==> config.mk <==
export PLATFORM = sky130hd
export DESIGN_NAME = radix4_booth_mult
export DESIGN_NICKNAME = d
export VERILOG_FILES = /design/src/rtl/radix4_pkg.sv /design/src/rtl/r4_digit_recode.sv /design/src/rtl/r4_pp_select.sv /design/src/rtl/r4_accum.sv /design/src/rtl/radix4_booth_mult.sv
export SDC_FILE = /design/constraint.sdc
export NUM_CORES = 1
export LEC_CHECK = 0
export CAP_MARGIN = 40
export CORE_ASPECT_RATIO = 1.2
export CORE_MARGIN = 5
export CORE_UTILIZATION = 54
export CTS_CLUSTER_SIZE = 20
export DETAILED_ROUTE_END_ITERATION = 8
export GPL_TIMING_DRIVEN = 0
export PLACE_DENSITY = 0.86
export SYNTH_ARGS = -nofsm -noshare
export SYNTH_HDL_FRONTEND = slang
export SYNTH_HIERARCHICAL = 1
export SYNTH_SLANG_ARGS = --single-unit
==> constraint.sdc <==
create_clock -name clk -period 4.05 [get_ports clk]
set_clock_uncertainty 0.2 [all_clocks]
set_input_delay 0.81 -clock clk [delete_from_list [all_inputs] [get_ports clk]]
set_output_delay 0.81 -clock clk [all_outputs]
set_load 0.02 [all_outputs]
==> src/rtl/radix4_pkg.sv <==
package radix4_pkg;

  // One recoded radix-4 digit: sign, magnitude-two flag, zero flag.
  typedef struct packed {
    logic neg;
    logic dbl;
    logic nil;
  } bdigit_t;

endpackage

==> src/rtl/r4_digit_recode.sv <==
module r4_digit_recode
  import radix4_pkg::*;
(
  input  logic [2:0] win_i,
  output bdigit_t    dig_o
);

  // value = win[1] + win[0] - 2*win[2]
  always_comb begin
    dig_o = '{neg: 1'b0, dbl: 1'b0, nil: 1'b1};
    unique case (win_i)
      3'b000, 3'b111: dig_o = '{neg: 1'b0, dbl: 1'b0, nil: 1'b1};
      3'b001, 3'b010: dig_o = '{neg: 1'b0, dbl: 1'b0, nil: 1'b0};
      3'b011:         dig_o = '{neg: 1'b0, dbl: 1'b1, nil: 1'b0};
      3'b100:         dig_o = '{neg: 1'b1, dbl: 1'b1, nil: 1'b0};
      3'b101, 3'b110: dig_o = '{neg: 1'b1, dbl: 1'b0, nil: 1'b0};
      default:        dig_o = '{neg: 1'b0, dbl: 1'b0, nil: 1'b1};
    endcase
  end

endmodule

==> src/rtl/r4_pp_select.sv <==
module r4_pp_select
  import radix4_pkg::*;
#(
  parameter int PW = 16
) (
  input  logic [PW-1:0] mcand_i,
  input  bdigit_t       dig_i,
  output logic [PW-1:0] pp_o,
  output logic          cin_o
);

  logic [PW-1:0] mag;

  always_comb begin
    if (dig_i.nil)      mag = '0;
    else if (dig_i.dbl) mag = {mcand_i[PW-2:0], 1'b0};
    else                mag = mcand_i;
    // negation: one's complement here, +1 enters as carry-in
    pp_o  = dig_i.neg ? ~mag : mag;
    cin_o = dig_i.neg;
  end

endmodule

==> src/rtl/r4_accum.sv <==
module r4_accum #(
  parameter int PW = 16
) (
  input  logic          clk,
  input  logic          rst,
  input  logic          clr_i,
  input  logic          add_i,
  input  logic [PW-1:0] pp_i,
  input  logic          cin_i,
  output logic [PW-1:0] sum_o,
  output logic [PW-1:0] acc_o
);

  logic [PW-1:0] acc_q;

  assign sum_o = acc_q + pp_i + {{(PW-1){1'b0}}, cin_i};
  assign acc_o = acc_q;

  always_ff @(posedge clk) begin
    if (rst)        acc_q <= '0;
    else if (clr_i) acc_q <= '0;
    else if (add_i) acc_q <= sum_o;
  end

  // an idle accumulator keeps its value
  assert_acc_idle_R9: assert property (@(posedge clk) disable iff (rst)
    (!clr_i && !add_i) |=> $stable(acc_q));

  // a cleared accumulator starts from zero
  assert_acc_clear_R2: assert property (@(posedge clk) disable iff (rst)
    clr_i |=> (acc_q == '0));

endmodule

==> src/rtl/radix4_booth_mult.sv <==
module radix4_booth_mult
  import radix4_pkg::*;
#(
  parameter int WIDTH = 8
) (
  input  logic               clk,
  input  logic               rst,
  input  logic               start_i,
  input  logic [WIDTH-1:0]   mcand_i,
  input  logic [WIDTH-1:0]   mplier_i,
  output logic               busy_o,
  output logic               done_o,
  output logic [2*WIDTH-1:0] product_o
);

  localparam int PW    = 2 * WIDTH;
  localparam int STEPS = WIDTH / 2;
  localparam int CW    = (STEPS > 1) ? $clog2(STEPS) : 1;

  logic            busy_q, done_q;
  logic [PW-1:0]   prod_q;
  logic [CW-1:0]   cnt_q;
  logic [WIDTH:0]  mreg_q;   // multiplier with implied zero below bit 0
  logic [PW-1:0]   areg_q;   // sign-extended multiplicand, weight 4^step

  bdigit_t         dig;
  logic [PW-1:0]   pp;
  logic            pp_cin;
  logic [PW-1:0]   acc_sum, acc_val;

  logic accept, last;
  assign accept = start_i && !busy_q;
  assign last   = busy_q && (cnt_q == CW'(STEPS - 1));

  r4_digit_recode u_recode (
    .win_i (mreg_q[2:0]),
    .dig_o (dig)
  );

  r4_pp_select #(.PW(PW)) u_ppsel (
    .mcand_i (areg_q),
    .dig_i   (dig),
    .pp_o    (pp),
    .cin_o   (pp_cin)
  );

  r4_accum #(.PW(PW)) u_acc (
    .clk   (clk),
    .rst   (rst),
    .clr_i (accept),
    .add_i (busy_q),
    .pp_i  (pp),
    .cin_i (pp_cin),
    .sum_o (acc_sum),
    .acc_o (acc_val)
  );

  always_ff @(posedge clk) begin
    if (rst) begin
      busy_q <= 1'b0;
      done_q <= 1'b0;
      prod_q <= '0;
      cnt_q  <= '0;
      mreg_q <= '0;
      areg_q <= '0;
    end else begin
      done_q <= last;
      if (accept) begin
        busy_q <= 1'b1;
        cnt_q  <= '0;
        mreg_q <= {mplier_i, 1'b0};
        areg_q <= {{WIDTH{mcand_i[WIDTH-1]}}, mcand_i};
      end else if (busy_q) begin
        cnt_q  <= cnt_q + 1'b1;
        mreg_q <= {{2{mreg_q[WIDTH]}}, mreg_q[WIDTH:2]};
        areg_q <= {areg_q[PW-3:0], 2'b00};
        if (last) begin
          busy_q <= 1'b0;
          prod_q <= acc_sum;
        end
      end
    end
  end

  assign busy_o    = busy_q;
  assign done_o    = done_q;
  assign product_o = prod_q;

  // an accepted request makes the block busy
  assert_busy_after_start_R2: assert property (@(posedge clk) disable iff (rst)
    (start_i && !busy_o) |=> busy_o);

  // done is a single-cycle pulse
  assert_done_pulse_R3: assert property (@(posedge clk) disable iff (rst)
    done_o |=> !done_o);

  // done follows a busy cycle and finds the block idle
  assert_done_ends_busy_R3: assert property (@(posedge clk) disable iff (rst)
    done_o |-> (!busy_o && $past(busy_o)));

  // product only moves together with done
  assert_product_hold_R9: assert property (@(posedge clk) disable iff (rst)
    !done_o |-> $stable(product_o));

  // start during a job neither restarts nor stalls the step count
  assert_ignore_start_R8: assert property (@(posedge clk) disable iff (rst)
    (busy_q && !last && start_i) |=> (busy_q && (cnt_q == CW'($past(cnt_q) + 1'b1))));

  // a zero digit leaves the running sum untouched
  assert_zero_digit_R5: assert property (@(posedge clk) disable iff (rst)
    (busy_q && !last && dig.nil) |=> (acc_val == $past(acc_val)));

endmodule

==> flow_summary.ini <==
[die]
die_h_um = 102
io_pins = 37
die_area_um2 = 8760
rows = 33
start_util = 0.554
dieWidth_um = 86.3
coreArea_um2 = 6810

[clock_tree]
cts_root_buf = clkbuf_8
clk_pin_slew_worst_paths_ns = 0.07
cts_setup_buffers = 0
cts_resized = 0
postCtsHoldBufs = 0
tritoncts = done
cts_sinks = 61
numCtsBuffers = 9
cts_htree_levels = 3
clock_path_buffers = 2
insertion_delay_ns = 0.34

[global_routing]
grt_max_degree = 11
grt_usage = 0.208
grt-busiest-layer = met2
grt_use_met2 = 0.361
use_met1 = 0.250
grt_pass1_vias = 3086
grt_antenna_before_repair = 0
overflow = 0
grt_pass1_wl_um = 14300
gr-usage-met3 = 0.0399

[critical_path]
cp_slowest_cell = fa_1
criticalPathCategory = reg2reg
endpoint_kind = register
crit_top_cell = nand2_1
critical_path.endpoint = product_o[14]$_SDFFE_PP0P_
cp_cell_sequence = or3_1 -> nand2_1 -> clkbuf_1 -> nor2_1 -> nand2_1 -> xnor2_1 -> fa_1 -> inv_1 -> fa_1 -> nor2b_1 -> o21ai_1 -> a21oi_1 -> o21ai_0 -> a21boi_1 -> nor2_1 -> nand2_1 -> a21oi_1
cp_slowest_stage_delay_ns = 0.40
crit_buf_inv = 2
reg2reg_depth = 17
cp.depth = 17
cp_max_fo = 7
rrSetupSlack_ns = 0.36
worstPathRequired_ns = 4.06
cp-start-kind = register
cp-startpoint = mreg_q[1]$_SDFFE_PP0P_
r2r-end = product_o[14]$_SDFFE_PP0P_
path_delay_family = compound AO/OA/AOI/OAI gates
crit-reg2reg-launch = mreg_q[1]$_SDFFE_PP0P_
cp_data_arrival_time_ns = 3.69

[pwr]
internal-power_w = 0.00112
switching_share = 0.273
switchingPower_w = 0.000419
ir_drop_uv = 291
clkPwrFrac = 0.383
seqPwrFrac = 0.423
cellPowerDensity_nw_per_um2 = 346
combPwrFrac = 0.194
p_leak_nw = 1.87

[layout]
diodes = 0
fill_cells = 573
synthToLayoutAreaGrowth_pct = 17.8
nNetsFinal = 517
layout-drive-gt1-share = 0.124

[sta]
hold_viol = 0
postLayoutSetupSlackWorst_ns = 0.365
tightest_slew_ns = 0.641
max-slew-margin-rel = 0.573
fin_tns_setup_ns = 0
finalCritPeriodShare = 0.910
max_freq_mhz = 271
fin_crit_ns = 3.69
setup-violations-final = 0
report.final.slew_viol_count = 0
rsz0062_at_grt = no

[placement]
dp_slack_ns = 0.454
place.detailed.hpwl_um = 6640
io_buffers = 35
routabilityCongestion = 0.935

[synthesis]
synthesis.nets = 471
netlist_instances = 435
async_flop_share = 0
ys_ff_latch = 61
synth_flop_cell = dfxtp_1
yosysUniqueCellTypes = 56
yosysSeqAreaShare = 0.324
ys.warnings.count = 6
synthMostInstantiatedCell = dfxtp_1
synth_common_cells = dfxtp_1 (61), nand2_1 (49), nor2_1 (46)
avgSynthCellArea_um2 = 8.67
synth_top_area_cell = dfxtp_1
synth_edf_count = 0
yosys-top-cells-area = dfxtp_1 (32%), mux2i_1 (9.8%), ha_1 (5.0%)
syn_area_um2 = 3770
synth_top_area_frac = 0.324

[drt]
routedWlPerCell_um = 15.3
first_pass_iters = 5
drt-initial-drc-count = 128
routed_wl_um = 8750
ant_nets = 0
drc = 0
dr_total_vias = 3218
via_per_inst = 5.63

[min_path]
hold_class = reg2reg

[outcome]
status = finished clean

[run]
maxCapViolCount = 0
==> cell type report <==
type,instances,area (um^2),share of cell area
inverter,10,37.5,0.00845
clock buffer,10,138,0.0310
sequential,61,1220,0.275
multi-input combinational,335,2310,0.519
timing repair buffer,35,350,0.0788
buffer,29,205,0.0462
clock inverter,5,75.1,0.0169
tap,87,109,0.0245
==> cells by family after synthesis <==
group	count (synthesis)	share of synthesized area
multiplexers	49	0.139
XOR/XNOR	29	0.0673
flip-flops	61	0.324
adder cells (fa/ha/maj)	17	0.0604
AND/OR/NAND/NOR	168	0.213
AO/OA/AOI/OAI	72	0.132
buffers and inverters	39	0.0643
==> worst min path at each step <==
| stage | from | to | slack, ns | cells past startpoint |
|---|---|---|---|---|
| after floorplan | u_acc/acc_o[14]$_SDFFE_PP0P_ | u_acc/acc_o[14]$_SDFFE_PP0P_ | 0.23 | 2 |
| after global placement | u_acc/acc_o[14]$_SDFFE_PP0P_ | u_acc/acc_o[14]$_SDFFE_PP0P_ | 0.24 | 2 |
| after detailed placement | product_o[8]$_SDFFE_PP0P_ | product_o[8]$_SDFFE_PP0P_ | 0.25 | 2 |
| after CTS | product_o[8]$_SDFFE_PP0P_ | product_o[8]$_SDFFE_PP0P_ | 0.26 | 2 |
| after global routing | product_o[8]$_SDFFE_PP0P_ | product_o[8]$_SDFFE_PP0P_ | 0.27 | 2 |
| final | product_o[8]$_SDFFE_PP0P_ | product_o[8]$_SDFFE_PP0P_ | 0.25 | 2 |
==> routing by layer <==
metal | vias up | share of wire | wire, um
met5 | - | 0 | 0
met4 | 0 | 0.029 | 257
met3 | 22 | 0.055 | 480
met2 | 96 | 0.49 | 4300
met1 | 1505 | 0.42 | 3710
li1 | 1595 | - | -
==> per-stage QoR <==
step           total power (W)  utilization  area (um^2)  hold slack, ns  cells
6_report               0.00154        0.652         4440           0.255    572
5_1_grt                0.00160        0.652         4440           0.272    572
4_1_cts                0.00154        0.652         4440           0.257    572
3_5_place_dp          0.000955        0.621         4230           0.247    557
3_3_place_gp          0.000944        0.621         4230           0.239    557
2_1_floorplan         0.000880            -         3770           0.229    435
==> layout by cell type, fill, tap and decap left out, types with 3 or more instances in the layout <==
| cell | n |
|---|---|
| a22o_1 | 3 |
| mux2i_1 | 37 |
| xnor2_1 | 10 |
| xor2_1 | 19 |
| a21oi_1 | 34 |
| nor2_1 | 46 |
| buf_2 | 9 |
| nand4_1 | 5 |
| and2_1 | 4 |
| nor3_1 | 20 |
| buf_1 | 4 |
| clkbuf_8 | 10 |
| clkinv_2 | 3 |
| nor2b_1 | 14 |
| inv_1 | 10 |
| dfxtp_1 | 61 |
| o21ai_1 | 3 |
| clkbuf_1 | 3 |
| buf_6 | 3 |
| ha_1 | 15 |
| or3_1 | 5 |
| o21a_1 | 3 |
| a21o_1 | 7 |
| mux2_4 | 5 |
| nand3_1 | 6 |
| o21ai_0 | 5 |
| and2b_1 | 6 |
| clkdlybuf4s50_1 | 35 |
| nand2_1 | 49 |
| buf_4 | 6 |
| mux2_2 | 7 |
==> power groups by stage <==
stage / registers (W) / clock network [W] / logic (W)
5_1_grt: 0.000653 / 0.000617 / 0.000327
4_1_cts: 0.000649 / 0.000593 / 0.000297
3_3_place_gp: 0.000661 / 0 / 0.000283
6_report: 0.000649 / 0.000589 / 0.000298
2_1_floorplan: 0.000655 / 0 / 0.000225
3_5_place_dp: 0.000662 / 0 / 0.000293
==> worst register-to-register path: stages (launching register included) <==
cell and delay (ns):
dfxtp_1 0.37, or3_1 0.38, nand2_1 0.07, clkbuf_1 0.23, nor2_1 0.07, nand2_1 0.09, xnor2_1 0.15, fa_1 0.24
inv_1 0.06, fa_1 0.40, nor2b_1 0.16, o21ai_1 0.11, a21oi_1 0.33, o21ai_0 0.21, a21boi_1 0.25, nor2_1 0.10
nand2_1 0.07, a21oi_1 0.05
==> flip-flops by register name (all words and copies together) (netlist names) <==
signal / cells
cnt_q: 2
busy_o: 1
u_acc/acc_o: 16
done_o: 1
mreg_q: 9
areg_q: 16
product_o: 16
(Power assumes the default switching activity.)
